--- config.mk ---
export PLATFORM = sky130hd
export DESIGN_NAME = irqc_top
export DESIGN_NICKNAME = d
export VERILOG_FILES = /design/src/rtl/irqc_pkg.sv /design/src/rtl/irqc_edge.sv /design/src/rtl/irqc_timer.sv /design/src/rtl/irqc_regs.sv /design/src/rtl/irqc_top.sv
export SDC_FILE = /design/constraint.sdc
export NUM_CORES = 1
export LEC_CHECK = 0
export ABC_AREA = 1
export BUFFER_PORTS_ARGS = -buffer_cell sky130_fd_sc_hd__clkbuf_2
export CAP_MARGIN = 5
export CORE_ASPECT_RATIO = 1.75
export CORE_MARGIN = 2
export CORE_UTILIZATION = 55
export CTS_BUF_LIST = sky130_fd_sc_hd__clkbuf_4
export DETAILED_ROUTE_END_ITERATION = 6
export PLACE_DENSITY_LB_ADDON = 0.08
export SYNTH_ARGS = -nofsm -noshare
export SYNTH_HDL_FRONTEND = slang
export SYNTH_HIERARCHICAL = 1
export SYNTH_SLANG_ARGS = --single-unit
--- constraint.sdc ---
create_clock -name clk -period 1.6 [get_ports clk]
set_input_delay 0.16 -clock clk [delete_from_list [all_inputs] [get_ports clk]]
set_output_delay 0.16 -clock clk [all_outputs]
set_load 0.02 [all_outputs]
--- src/rtl/irqc_pkg.sv ---
package irqc_pkg;

    // Bus geometry
    localparam int DW = 8;
    localparam int AW = 3;

    // Location offsets (the processor software relies on these)
    localparam logic [AW-1:0] OFS_REQ    = 3'd2;
    localparam logic [AW-1:0] OFS_ENA    = 3'd3;
    localparam logic [AW-1:0] OFS_CLR    = 3'd4;
    localparam logic [AW-1:0] OFS_SET    = 3'd5;
    localparam logic [AW-1:0] OFS_PERIOD = 3'd6;

    // Request bit positions
    localparam int BIT_TMR = 0;
    localparam int BIT_TXD = 1;
    localparam int BIT_SAD = 2;

    // Bits that exist as storage (3 and 4 are unused)
    localparam logic [DW-1:0] REQ_LIVE = 8'b1110_0111;

    // Number of edge-captured peripheral inputs
    localparam int N_PERIPH = 2;

    typedef enum logic [0:0] {
        TMR_IDLE  = 1'b0,
        TMR_COUNT = 1'b1
    } tmr_state_e;

endpackage

--- src/rtl/irqc_edge.sv ---
module irqc_edge #(
    parameter int N = 2
) (
    input  logic         clk,
    input  logic         rst_n,
    input  logic [N-1:0] lvl,
    output logic [N-1:0] rise
);

    logic [N-1:0] prev_q;

    for (genvar g = 0; g < N; g++) begin : g_bit
        always_ff @(posedge clk or negedge rst_n) begin
            if (!rst_n) begin
                prev_q[g] <= 1'b0;
            end else begin
                prev_q[g] <= lvl[g];
            end
        end

        assign rise[g] = lvl[g] & ~prev_q[g];
    end

endmodule

--- src/rtl/irqc_timer.sv ---
module irqc_timer
    import irqc_pkg::*;
#(
    parameter int TW = 8
) (
    input  logic          clk,
    input  logic          rst_n,
    input  logic          ref_tick,
    input  logic          load,
    input  logic [TW-1:0] load_val,
    input  logic [TW-1:0] period,
    output logic          fire
);

    tmr_state_e    state_q, state_d;
    logic [TW-1:0] cnt_q, cnt_d;
    logic          at_end;

    assign at_end = (cnt_q == period - TW'(1));

    // State register
    always_ff @(posedge clk or negedge rst_n) begin
        if (!rst_n) begin
            state_q <= TMR_IDLE;
            cnt_q   <= '0;
        end else begin
            state_q <= state_d;
            cnt_q   <= cnt_d;
        end
    end

    // Next state
    always_comb begin
        state_d = state_q;
        cnt_d   = cnt_q;
        if (load) begin
            cnt_d   = '0;
            state_d = (load_val == '0) ? TMR_IDLE : TMR_COUNT;
        end else begin
            unique case (state_q)
                TMR_IDLE: begin
                    cnt_d = '0;
                end
                TMR_COUNT: begin
                    if (ref_tick) begin
                        cnt_d = at_end ? '0 : cnt_q + TW'(1);
                    end
                end
            endcase
        end
    end

    // Outputs
    always_comb begin
        fire = 1'b0;
        unique case (state_q)
            TMR_IDLE:  fire = 1'b0;
            TMR_COUNT: fire = !load && ref_tick && at_end;
        endcase
    end

endmodule

--- src/rtl/irqc_regs.sv ---
module irqc_regs
    import irqc_pkg::*;
#(
    parameter int DWID = DW,
    parameter int AWID = AW
) (
    input  logic            clk,
    input  logic            rst_n,
    input  logic            bus_we,
    input  logic [AWID-1:0] bus_addr,
    input  logic [DWID-1:0] bus_wdata,
    input  logic [DWID-1:0] hw_set,
    output logic [DWID-1:0] req_q,
    output logic [DWID-1:0] ena_q,
    output logic [DWID-1:0] period_q,
    output logic            period_load,
    output logic [DWID-1:0] bus_rdata
);

    logic            wr_ena, wr_clr, wr_set;
    logic [DWID-1:0] sw_clr, sw_set, req_d;

    assign wr_ena      = bus_we && (bus_addr == OFS_ENA);
    assign wr_clr      = bus_we && (bus_addr == OFS_CLR);
    assign wr_set      = bus_we && (bus_addr == OFS_SET);
    assign period_load = bus_we && (bus_addr == OFS_PERIOD);

    assign sw_clr = wr_clr ? bus_wdata : '0;
    assign sw_set = wr_set ? bus_wdata : '0;

    // Any set source overrides a clear of the same bit
    assign req_d = ((req_q & ~sw_clr) | sw_set | hw_set) & REQ_LIVE;

    always_ff @(posedge clk or negedge rst_n) begin
        if (!rst_n) begin
            req_q    <= '0;
            ena_q    <= '0;
            period_q <= '0;
        end else begin
            req_q <= req_d;
            if (wr_ena) begin
                ena_q <= bus_wdata;
            end
            if (period_load) begin
                period_q <= bus_wdata;
            end
        end
    end

    always_comb begin
        case (bus_addr)
            OFS_REQ:    bus_rdata = req_q;
            OFS_ENA:    bus_rdata = ena_q;
            OFS_PERIOD: bus_rdata = period_q;
            default:    bus_rdata = '0;
        endcase
    end

endmodule

--- src/rtl/irqc_top.sv ---
module irqc_top
    import irqc_pkg::*;
(
    input  logic          clk,
    input  logic          rst_n,
    input  logic          bus_we,
    input  logic [AW-1:0] bus_addr,
    input  logic [DW-1:0] bus_wdata,
    output logic [DW-1:0] bus_rdata,
    input  logic          ref_tick,
    input  logic          txd_done,
    input  logic          sad_done,
    output logic          irq_o
);

    logic [N_PERIPH-1:0] periph_lvl, periph_rise;
    logic [DW-1:0]       hw_set, req_q, ena_q, period_q;
    logic                tmr_fire, period_load;

    assign periph_lvl = {sad_done, txd_done};

    irqc_edge #(.N(N_PERIPH)) u_edge (
        .clk  (clk),
        .rst_n(rst_n),
        .lvl  (periph_lvl),
        .rise (periph_rise)
    );

    irqc_timer #(.TW(DW)) u_timer (
        .clk     (clk),
        .rst_n   (rst_n),
        .ref_tick(ref_tick),
        .load    (period_load),
        .load_val(bus_wdata),
        .period  (period_q),
        .fire    (tmr_fire)
    );

    always_comb begin
        hw_set          = '0;
        hw_set[BIT_TMR] = tmr_fire;
        hw_set[BIT_TXD] = periph_rise[0];
        hw_set[BIT_SAD] = periph_rise[1];
    end

    irqc_regs #(.DWID(DW), .AWID(AW)) u_regs (
        .clk        (clk),
        .rst_n      (rst_n),
        .bus_we     (bus_we),
        .bus_addr   (bus_addr),
        .bus_wdata  (bus_wdata),
        .hw_set     (hw_set),
        .req_q      (req_q),
        .ena_q      (ena_q),
        .period_q   (period_q),
        .period_load(period_load),
        .bus_rdata  (bus_rdata)
    );

    assign irq_o = |(req_q & ena_q);

endmodule

==> run_results.csv, run 1 <==
group,metric,value,unit
synth,synth_cell_type_count,27,
detailed_routing,antenna_left,0,
final_layout,layout-drive-gt1-share,20.6,%
synth,ys.flop_type,"dfrtp_1",
clock_network,cts-htree-levels,2,
final_layout,num_antenna_cells,0,
worst_hold_path,min_path_type,"in2reg",
timing,fin_ws,-0.0189,ns
synth,synth-xor-area-share,2.78,%
floorplanning,design.core.area,3870,sq um
timing,setup_viol,3,
synth,synth-simple-area-share,45.1,%
clock_network,cts_made_buffers,5,
power,power_density,913,nW/um^2
timing,final_max_slew_viol_count,0,
final_layout,num-nets-final,392,
clock_network,cts.sinks,33,
synth,ys_seq_area_share,37.4,%
synth,synth_edf_count,0,
job,drv_cap,0,
floorplanning,dieWidth,51.9,microns
final_layout,areaGrowthSynthToFinish,17.2,%
timing,fin_crit_sh,101,%
global_routing,grt_max_degree,34,
critical_path,rr_worst_depth,12,
synth,synth-compound-area-share,4.25,%
timing,fin_skew,0.00999,ns
power,p_leak,1.38,nW
synth,ys_async_sr_fraction,100,%
detailed_routing,vias_per_cell,5.25,
final_layout,fin_util,66.9,%
critical_path,cp-start-kind,"flop",
global_routing,grtUsageTotal,27.4,%
critical_path,crit_required,1.83,ns
worst_hold_path,holdPathStages,3,
clock_network,cts_max_path_buffers,2,
timing,period_minus_slack,1.62,ns
floorplanning,rows,30,
detailed_routing,routedWlPerCell,13.2,microns
global_routing,grt_pass1_vias,2077,
clock_network,path_clk_slew,0.10,ns
synth,synthAdderAreaFrac,1.13,%
detailed_routing,first_pass_iters,4,
floorplanning,die-area,4560,sq um
clock_network,cts_tree,"built",
timing,fmax,618,MHz
synth,ys.warnings.count,6,
global_routing,grt_first_pass_wirelength,9.32,mm
detailed_routing,drtIter0Drc,82,
critical_path,end_kind,"flop",
floorplanning,dieHeight,87.8,microns
critical_path,critPathArrivalTime,1.85,ns
place,hpwl,4.14,mm
detailed_routing,vias,2217,
synth,synth.cell_area,2210,sq um
timing,fin_setup_tns,-0.0267,ns
synth,synth_seq_cells,33,
outcome,status,"finished, violations left",
global_routing,antenna_found_initial,0,
floorplanning,initial_utilization,57.1,%
place,port_buffers,25,
clock_network,cts_root_buf,"clkbuf_4",
power,peakVddDrop,0.689,mV
clock_network,clock_latency,0.33,ns
timing,hold_viol_final,0,
place,gp_congestion,0.872,
critical_path,critPathMaxFanout,4,
synth,syn-mean-instance-area,6.75,sq um
detailed_routing,routed_wl,5.57,mm
synth,synth_top_family_by_area,"simple AND/OR/NAND/NOR gates",
critical_path,crit_type,"reg2reg",
final_layout,n_fill_cell,373,
floorplanning,io_pins,26,
detailed_routing,drc_errors,0,
timing,rsz0062_at_grt,"yes",
outcome,violations,"negative setup slack",
synth,yosys-mux-area-fraction,0,%
synth,synthCells,327,
global_routing,grt-ovfl-total,0,
-- cell usage in the layout, fill, tap and decap left out, drive strengths merged --
cell type,Yosys,routed
nand2,142,142
nand3,42,43
inv,39,39
dfrtp,33,33
clkbuf,0,32
nor2,28,28
o21ai,14,14
buf,6,13
conb,2,5
xnor2,4,4
a21oi,4,4
dlygate4sd3,0,3
xor2,3,3
nor3,2,2
nor4,2,2
ha,2,2
clkinvlp,0,1
clkinv,1,1
or2,1,1
nand4,1,1
and3,1,1
-- through the flow --
step	instance area (sq um)	setup slack, ns	hold slack (ns)	power (mW)	cells
3_5_place_dp	2440	-0.0423	0.219	1.80	408
6_report	2590	-0.0189	0.0770	2.36	422
5_1_grt	2590	-0.112	0.0775	2.54	422
2_1_floorplan	2220	0.00191	-0.136	1.56	330
4_1_cts	2570	-0.00150	0.0665	2.35	420
3_3_place_gp	2440	0.00580	0.215	1.79	408
-- synthesized netlist by cell type, types with 3 or more instances --
master   count  area share (%)
a21oi_1      4            0.91
buf_4        4             1.4
dfrtp_1     33              37
inv_1       35             6.0
inv_2        4            0.68
nand2_1    139              24
nand2_2      3            0.85
nand3_1     39             8.8
nand3_4      3             2.4
nor2_1      17             2.9
nor2_2       6             1.7
nor2_4       4             2.0
o21ai_0     13             2.9
xnor2_1      4             1.6
xor2_1       3             1.2
-- what timing repair did --
action / 4_1_cts / 5_1_grt
hold buffers: 3 / 0
pin swaps: 10 / 2
resized for setup: 8 / 2
endpoints found under the hold margin: 35 / 0
gates cloned: 1 / 0
buffers inserted: 0 / 2
endpoints found under the setup margin: 1 / 9
-- area by class of cell --
type / count / area [sq um] / area share (%)
clock inverters: 1 / 7.51 / 0.290
repair buffers: 41 / 253 / 9.77
multi-input cells: 252 / 1230 / 47.8
clock buffers: 7 / 52.6 / 2.03
well taps: 48 / 60.1 / 2.32
inverters: 40 / 151 / 5.85
flip-flops and latches: 33 / 827 / 32.0
-- worst paths after layout --
kind	startpoint	end	slack, ns
worst max register to register	u_regs/period_q[1]	u_timer/cnt_q[2]	-0.02
worst max-delay path	u_regs/period_q[1]	u_timer/cnt_q[2]	-0.02
worst min-delay path	bus_wdata[3]	u_regs/period_q[3]	0.08
worst min register to register	u_regs/req_q[2]	u_regs/req_q[2]	0.52
max in group asynchronous	rst_n	u_regs/period_q[2]	0.88
min in group asynchronous	rst_n	u_timer/cnt_q[7]	0.39
-- sequential cells by signal, summed over array words and instances (netlist names) --
signal           flops
u_timer/cnt_q        8
u_regs/req_q         6
u_regs/period_q      8
u_timer/state_q      1
u_regs/ena_q         8
u_edge/prev_q        2
-- per-layer routing --
metal	vias up	wire length [microns]	global-route usage, %
met5	-	0	0
met4	0	213	10.8
met3	24	238	3.92
met2	74	2990	52.8
met1	1012	2130	28.5
li1	1107	-	-
-- kinds of logic after synthesis --
kind of cell / after synthesis
AO/OA/AOI/OAI: 18
adder cells (fa/ha/maj): 2
flip-flops: 33
XOR/XNOR: 7
other: 2
AND/OR/NAND/NOR: 219
buffers and inverters: 46
-- worst max-delay path: stages (launching register included) --
cell and delay (ns):
dfrtp_1 0.37, inv_2 0.05, ha_4 0.26, inv_2 0.03, nand2_1 0.04, nand2_1 0.04
nor2_1 0.08, nand3_1 0.11, nor2_4 0.16, buf_4 0.12, nand3_2 0.11, nand2_1 0.10
nand2_1 0.05
-- where the power goes --
part           leakage, nW  internal [mW]  total, mW  switching [mW]
registers            0.401          0.944       1.06           0.118
logic                0.944          0.313      0.807           0.494
clock network       0.0324          0.207      0.491           0.284
total                 1.38           1.46       2.36           0.896
Note: power is estimated with default switching activity, not from simulation.
==> run 2, diff against run 1 <==
CELL_PAD_IN_SITES_DETAIL_PLACEMENT = 1   (was unset)
CELL_PAD_IN_SITES_GLOBAL_PLACEMENT = 2   (was unset)
CORE_UTILIZATION = 30   (was 55)
==> run_results.csv, run 2 (synthesis gave the netlist of run 1 again) <==
group,metric,value,unit
critical_path,cp-start-kind,"flop",
power,p_sw_share,39.5,%
clock_network,cts_tree,"built",
power,power_density,904,nW/um^2
power,p_int,1.45,mW
global_routing,antenna_found_initial,0,
job,drv_cap,0,
worst_hold_path,min_path_type,"in2reg",
timing,rsz0062_at_grt,"yes",
floorplanning,rows,41,
detailed_routing,drtIter0Drc,49,
place,port_buffers,25,
critical_path,worstReg2RegStart,"u_regs/period_q[1]",
floorplanning,initial_utilization,30.7,%
clock_network,cts-htree-levels,2,
final_layout,design_area,2660,sq um
power,p_leak,1.40,nW
timing,fin_setup_tns,-0.406,ns
critical_path,cp-startpoint,"u_regs/period_q[1]",
timing,final_max_slew_viol_count,0,
timing,fin_skew,0.0171,ns
detailed_routing,antenna_left,0,
global_routing,grt_max_degree,34,
final_layout,top_regs,"u_regs/ena_q (8), u_regs/period_q (8), u_timer/cnt_q (8)",
floorplanning,io_pins,26,
critical_path,rr_worst_depth,12,
timing,fmax,589,MHz
critical_path,crit_type,"reg2reg",
clock_network,cts.sinks,33,
critical_path,r2r_end,"u_timer/cnt_q[1]",
final_layout,num_antenna_cells,0,
critical_path,crit_required,1.85,ns
final_layout,areaGrowthSynthToFinish,20.3,%
timing,fin_crit_sh,106,%
final_layout,fin_util,37.0,%
critical_path,critPathArrivalTime,1.94,ns
power,seqPwrFrac,43.9,%
place,hpwl,5.67,mm
final_layout,final_common_cell,"nand2_1",
place,post_dp_cell_area,2530,sq um
clock_network,cts_max_path_buffers,2,
place,dp_slack,-0.0833,ns
detailed_routing,routedWlPerCell,15.5,microns
detailed_routing,drc_errors,0,
global_routing,grt_pass1_vias,2294,
power,clockPowerShare,19.9,%
place,gp_congestion,0.750,
power,power.switching,949,uW
detailed_routing,routed_wl,7.18,mm
outcome,violations,"negative setup slack",
worst_hold_path,hp-start,"bus_wdata[4]",
global_routing,grt-ovfl-total,0,
timing,hold_viol_final,0,
place,place_inst,452,
final_layout,final_cell_mix,"136 x nand2_1, 39 x nand3_1, 33 x inv_1",
timing,period_minus_slack,1.70,ns
detailed_routing,vias,2209,
power,peakVddDrop,0.603,mV
timing,fin_ws,-0.0969,ns
critical_path,rrSetupSlack,-0.1,ns
clock_network,cts_root_buf,"clkbuf_4",
critical_path,critPathMaxFanout,4,
global_routing,grtUsageTotal,19.7,%
floorplanning,dieHeight,117,microns
timing,setup_viol,5,
final_layout,layout-drive-gt1-share,21.2,%
detailed_routing,vias_per_cell,4.76,
outcome,status,"finished, violations left",
critical_path,end_kind,"flop",
floorplanning,design.core.area,7180,sq um
clock_network,clock_latency,0.36,ns
clock_network,cts_made_buffers,5,
power,combPwrFrac,36.2,%
final_layout,num-nets-final,397,
detailed_routing,first_pass_iters,4,
clock_network,path_clk_slew,0.11,ns
global_routing,grt_first_pass_wirelength,11.5,mm
floorplanning,die-area,8090,sq um
floorplanning,dieWidth,68.8,microns
critical_path,cp-endpoint,"u_timer/cnt_q[1]",
final_layout,instances_no_fill,464,
[run 2: changes by cell type in the layout (fill, tap and decap cells not counted), sizes merged]
cell / delta
buf: +5
clkinv: +1
clkinvlp: -1
clkbuf: -1
[run 2: power groups by stage]
stage	clock network, mW	logic, mW	registers (mW)
floorplan	0	0.516	1.05
global placement	0	0.809	1.07
detailed placement	0	0.827	1.07
CTS	0.509	0.881	1.06
global route	0.528	0.985	1.08
finish	0.477	0.870	1.05
[run 2: repair_timing]
| item | CTS | global route |
|---|---|---|
| cloned | 1 | 0 |
| setup buffers | 0 | 1 |
| pin swaps | 6 | 5 |
| resized for setup | 6 | 3 |
| endpoints found under the hold margin | 35 | 0 |
| hold buffers | 3 | 0 |
| setup endpoints to repair | 9 | 10 |
[run 2: area by class of cell]
class,instances,area (sq um)
Clock inverter,1,3.75
Tap cell,86,108
Sequential cell,33,827
Clock buffer,6,45.0
Inverter,40,151
Timing Repair Buffer,46,290
Multi-Input combinational cell,252,1230
Fill cell,941,4530
[run 2: metrics by stage]
step | total power, mW | hold slack (ns)
after floorplan | 1.56 | -0.136
after global placement | 1.88 | 0.238
after detailed placement | 1.90 | 0.239
after CTS | 2.45 | 0.0520
after global routing | 2.59 | 0.0545
final | 2.40 | 0.0546
[run 2: critical path, cell delays in order, from the launching register on]
cell     delay (ns)
dfrtp_1        0.42
inv_2          0.07
ha_4           0.26
inv_2          0.03
nand2_2        0.04
nand2_1        0.04
nor2_1         0.09
nand3_1        0.11
nor2_4         0.15
buf_4          0.12
nand3_2        0.11
nand2_1        0.09
nand2_1        0.05
[run 2: layer usage]
metal	vias up	global-route usage, %	share of wire, %
met5	-	0	0
met4	0	7.60	2.4
met3	8	2.87	1.9
met2	28	37.8	60
met1	1060	19.6	36
li1	1113	-	-
[run 2: worst min-delay path by stage]
stage / endpoint / cells past startpoint / slack, ns
5_1_grt: u_regs/period_q[4] / 3 / 0.05
3_5_place_dp: u_timer/cnt_q[3] / 2 / 0.24
4_1_cts: u_regs/period_q[4] / 3 / 0.05
6_report: u_regs/period_q[4] / 3 / 0.05
2_1_floorplan: u_edge/prev_q[0] / 0 / -0.14
3_3_place_gp: u_timer/cnt_q[3] / 2 / 0.24
==> run 3, diff against run 2 <==
CORE_UTILIZATION = 36   (was 30)
clock period = 2 ns   (was 1.6 ns; I/O delays follow)
==> run_results.csv, run 3 (synthesis gave the netlist of run 1 again) <==
group,metric,value,unit
worst_hold_path,min_path_type,"in2reg",
detailed_routing,first_pass_iters,4,
final_layout,n_fill_cell,824,
floorplanning,io_pins,26,
detailed_routing,routedWlPerCell,15.2,microns
clock_network,post_cts_buffers,0,
final_layout,layout-drive-gt1-share,16.6,%
worst_hold_path,hold_end,"u_regs/period_q[3]",
timing,rsz0062_at_grt,"no",
global_routing,grt_pass1_vias,2390,
final_layout,num_antenna_cells,0,
global_routing,antenna_found_initial,0,
outcome,status,"complete, no violations",
floorplanning,initial_utilization,37.2,%
critical_path,r2r_end,"u_regs/req_q[0]",
critical_path,worstReg2RegStart,"u_regs/period_q[0]",
power,peakVddDrop,0.398,mV
clock_network,cts.sinks,33,
place,gp_congestion,0.811,
critical_path,slowest_stage,"dfrtp_1",
clock_network,cts_tree,"built",
critical_path,crit_chain,"inv_2, ha_1, or2_1, nand3_1, nand2_1, nor2_2, nand3_4, nor2_2, inv_1, nand2_1, inv_1, nand2_1",
timing,hold_slack,0.104,ns
critical_path,slowest_delay,0.43,ns
timing,fin_setup_tns,0,ns
critical_path,crit_required,2.29,ns
detailed_routing,vias_per_cell,4.84,
timing,fin_skew,0.00606,ns
detailed_routing,drtIter0Drc,57,
detailed_routing,routed_wl,6.77,mm
critical_path,crit_buf_inv,3,
detailed_routing,drc_errors,0,
job,drv_cap,0,
floorplanning,dieWidth,63.2,microns
power,power_density,718,nW/um^2
final_layout,areaGrowthSynthToFinish,14.5,%
final_layout,final_cell_mix,"139 x nand2_1, 39 x nand3_1, 35 x inv_1",
timing,hold_viol_final,0,
critical_path,critPathMaxFanout,9,
detailed_routing,antenna_left,0,
timing,worst_slew_pin_slew,0.578,ns
clock_network,cts_max_path_buffers,2,
critical_path,cp_common_cell,"nand2_1",
floorplanning,design.core.area,5930,sq um
place,hpwl,5.42,mm
timing,period_minus_slack,1.79,ns
floorplanning,dieHeight,108,microns
floorplanning,rows,37,
clock_network,clock_latency,0.34,ns
critical_path,rrSetupSlack,0.21,ns
timing,final_max_slew_viol_count,0,
global_routing,grtUsageTotal,22.4,%
power,p_leak,1.34,nW
critical_path,cp-startpoint,"u_regs/period_q[0]",
place,port_buffers,25,
critical_path,cp-start-kind,"flop",
detailed_routing,vias,2154,
global_routing,grt_first_pass_wirelength,11.4,mm
clock_network,cts-htree-levels,2,
power,p_total,1.81,mW
timing,setup_viol,0,
clock_network,cts_made_buffers,5,
timing,fin_crit_sh,89.5,%
critical_path,crit_family,"simple AND/OR/NAND/NOR gates",
final_layout,final_common_cell,"nand2_1",
clock_network,path_clk_slew,0.11,ns
critical_path,crit_type,"reg2reg",
clock_network,cts_root_buf,"clkbuf_4",
timing,relSlewSlack,61.5,%
final_layout,top_regs,"u_regs/ena_q (8), u_regs/period_q (8), u_timer/cnt_q (8)",
critical_path,rr_worst_depth,12,
global_routing,grt-ovfl-total,0,
worst_hold_path,holdPathStages,3,
global_routing,grt_max_degree,22,
floorplanning,die-area,6800,sq um
final_layout,num-nets-final,385,
timing,fmax,559,MHz
worst_hold_path,hp-start,"bus_wdata[3]",
critical_path,critPathArrivalTime,2.09,ns
critical_path,end_kind,"flop",
==> run 3: cell types whose count changed in the layout (fill, tap and decap cells not counted), sizes merged <==
cell,before,now
buf,18,7
clkbuf,31,30
clkinv,2,4
nand3,43,42
==> run 3: power by group <==
| part | total, mW | leakage, nW | internal (mW) | switching, mW |
|---|---|---|---|---|
| combinational | 0.580 | 0.912 | 0.206 | 0.374 |
| clock | 0.373 | 0.0300 | 0.127 | 0.246 |
| sequential | 0.861 | 0.402 | 0.754 | 0.107 |
| total | 1.81 | 1.34 | 1.09 | 0.728 |
==> run 3: worst max path at each step <==
| stage | endpoint | slack [ns] | cells after the start |
|---|---|---|---|
| after floorplan | u_regs/req_q[0] | 0.39 | 12 |
| after global placement | u_regs/req_q[0] | 0.29 | 12 |
| after detailed placement | u_regs/req_q[0] | 0.22 | 12 |
| after CTS | u_regs/req_q[0] | 0.20 | 12 |
| after global routing | u_regs/req_q[0] | 0.09 | 14 |
| final | u_regs/req_q[0] | 0.21 | 12 |
==> run 3: timing repair <==
action,in CTS,in global routing
gates resized for setup,0,0
endpoints found under the hold margin,21,0
hold buffers,3,0
==> run 3: through the flow <==
step	instances	area, sq um	utilization (%)	worst slack (ns)
after global placement	434	2450	41.3	0.291
after detailed placement	434	2450	41.3	0.217
after floorplan	330	2220	-	0.394
final	445	2530	42.7	0.210
after global routing	445	2530	42.7	0.0903
after CTS	445	2530	42.7	0.200
==> run 3: worst min-delay path, cell delays in order <==
cell and delay, ns:
clkbuf_2 0.11, nand2_1 0.07, nand2_1 0.04
==> run 3: layout make-up <==
| cell class | instances | area (sq um) | area share [%] |
|---|---|---|---|
| multi-input cells | 251 | 1190 | 47.3 |
| flip-flops and latches | 33 | 826 | 32.7 |
| repair buffers | 35 | 208 | 8.22 |
| inverters | 40 | 151 | 5.99 |
| well taps | 78 | 97.6 | 3.86 |
| clock buffers | 5 | 37.5 | 1.49 |
| clock inverters | 3 | 12.5 | 0.495 |
==> run 3: per-layer routing <==
layer / track usage, % / vias up / share of wire, %
li1: - / 1086 / -
met1: 21.8 / 1025 / 37
met2: 45.7 / 30 / 58
met3: 3.14 / 13 / 1.9
met4: 9.01 / 0 / 2.5
met5: 0 / - / 0
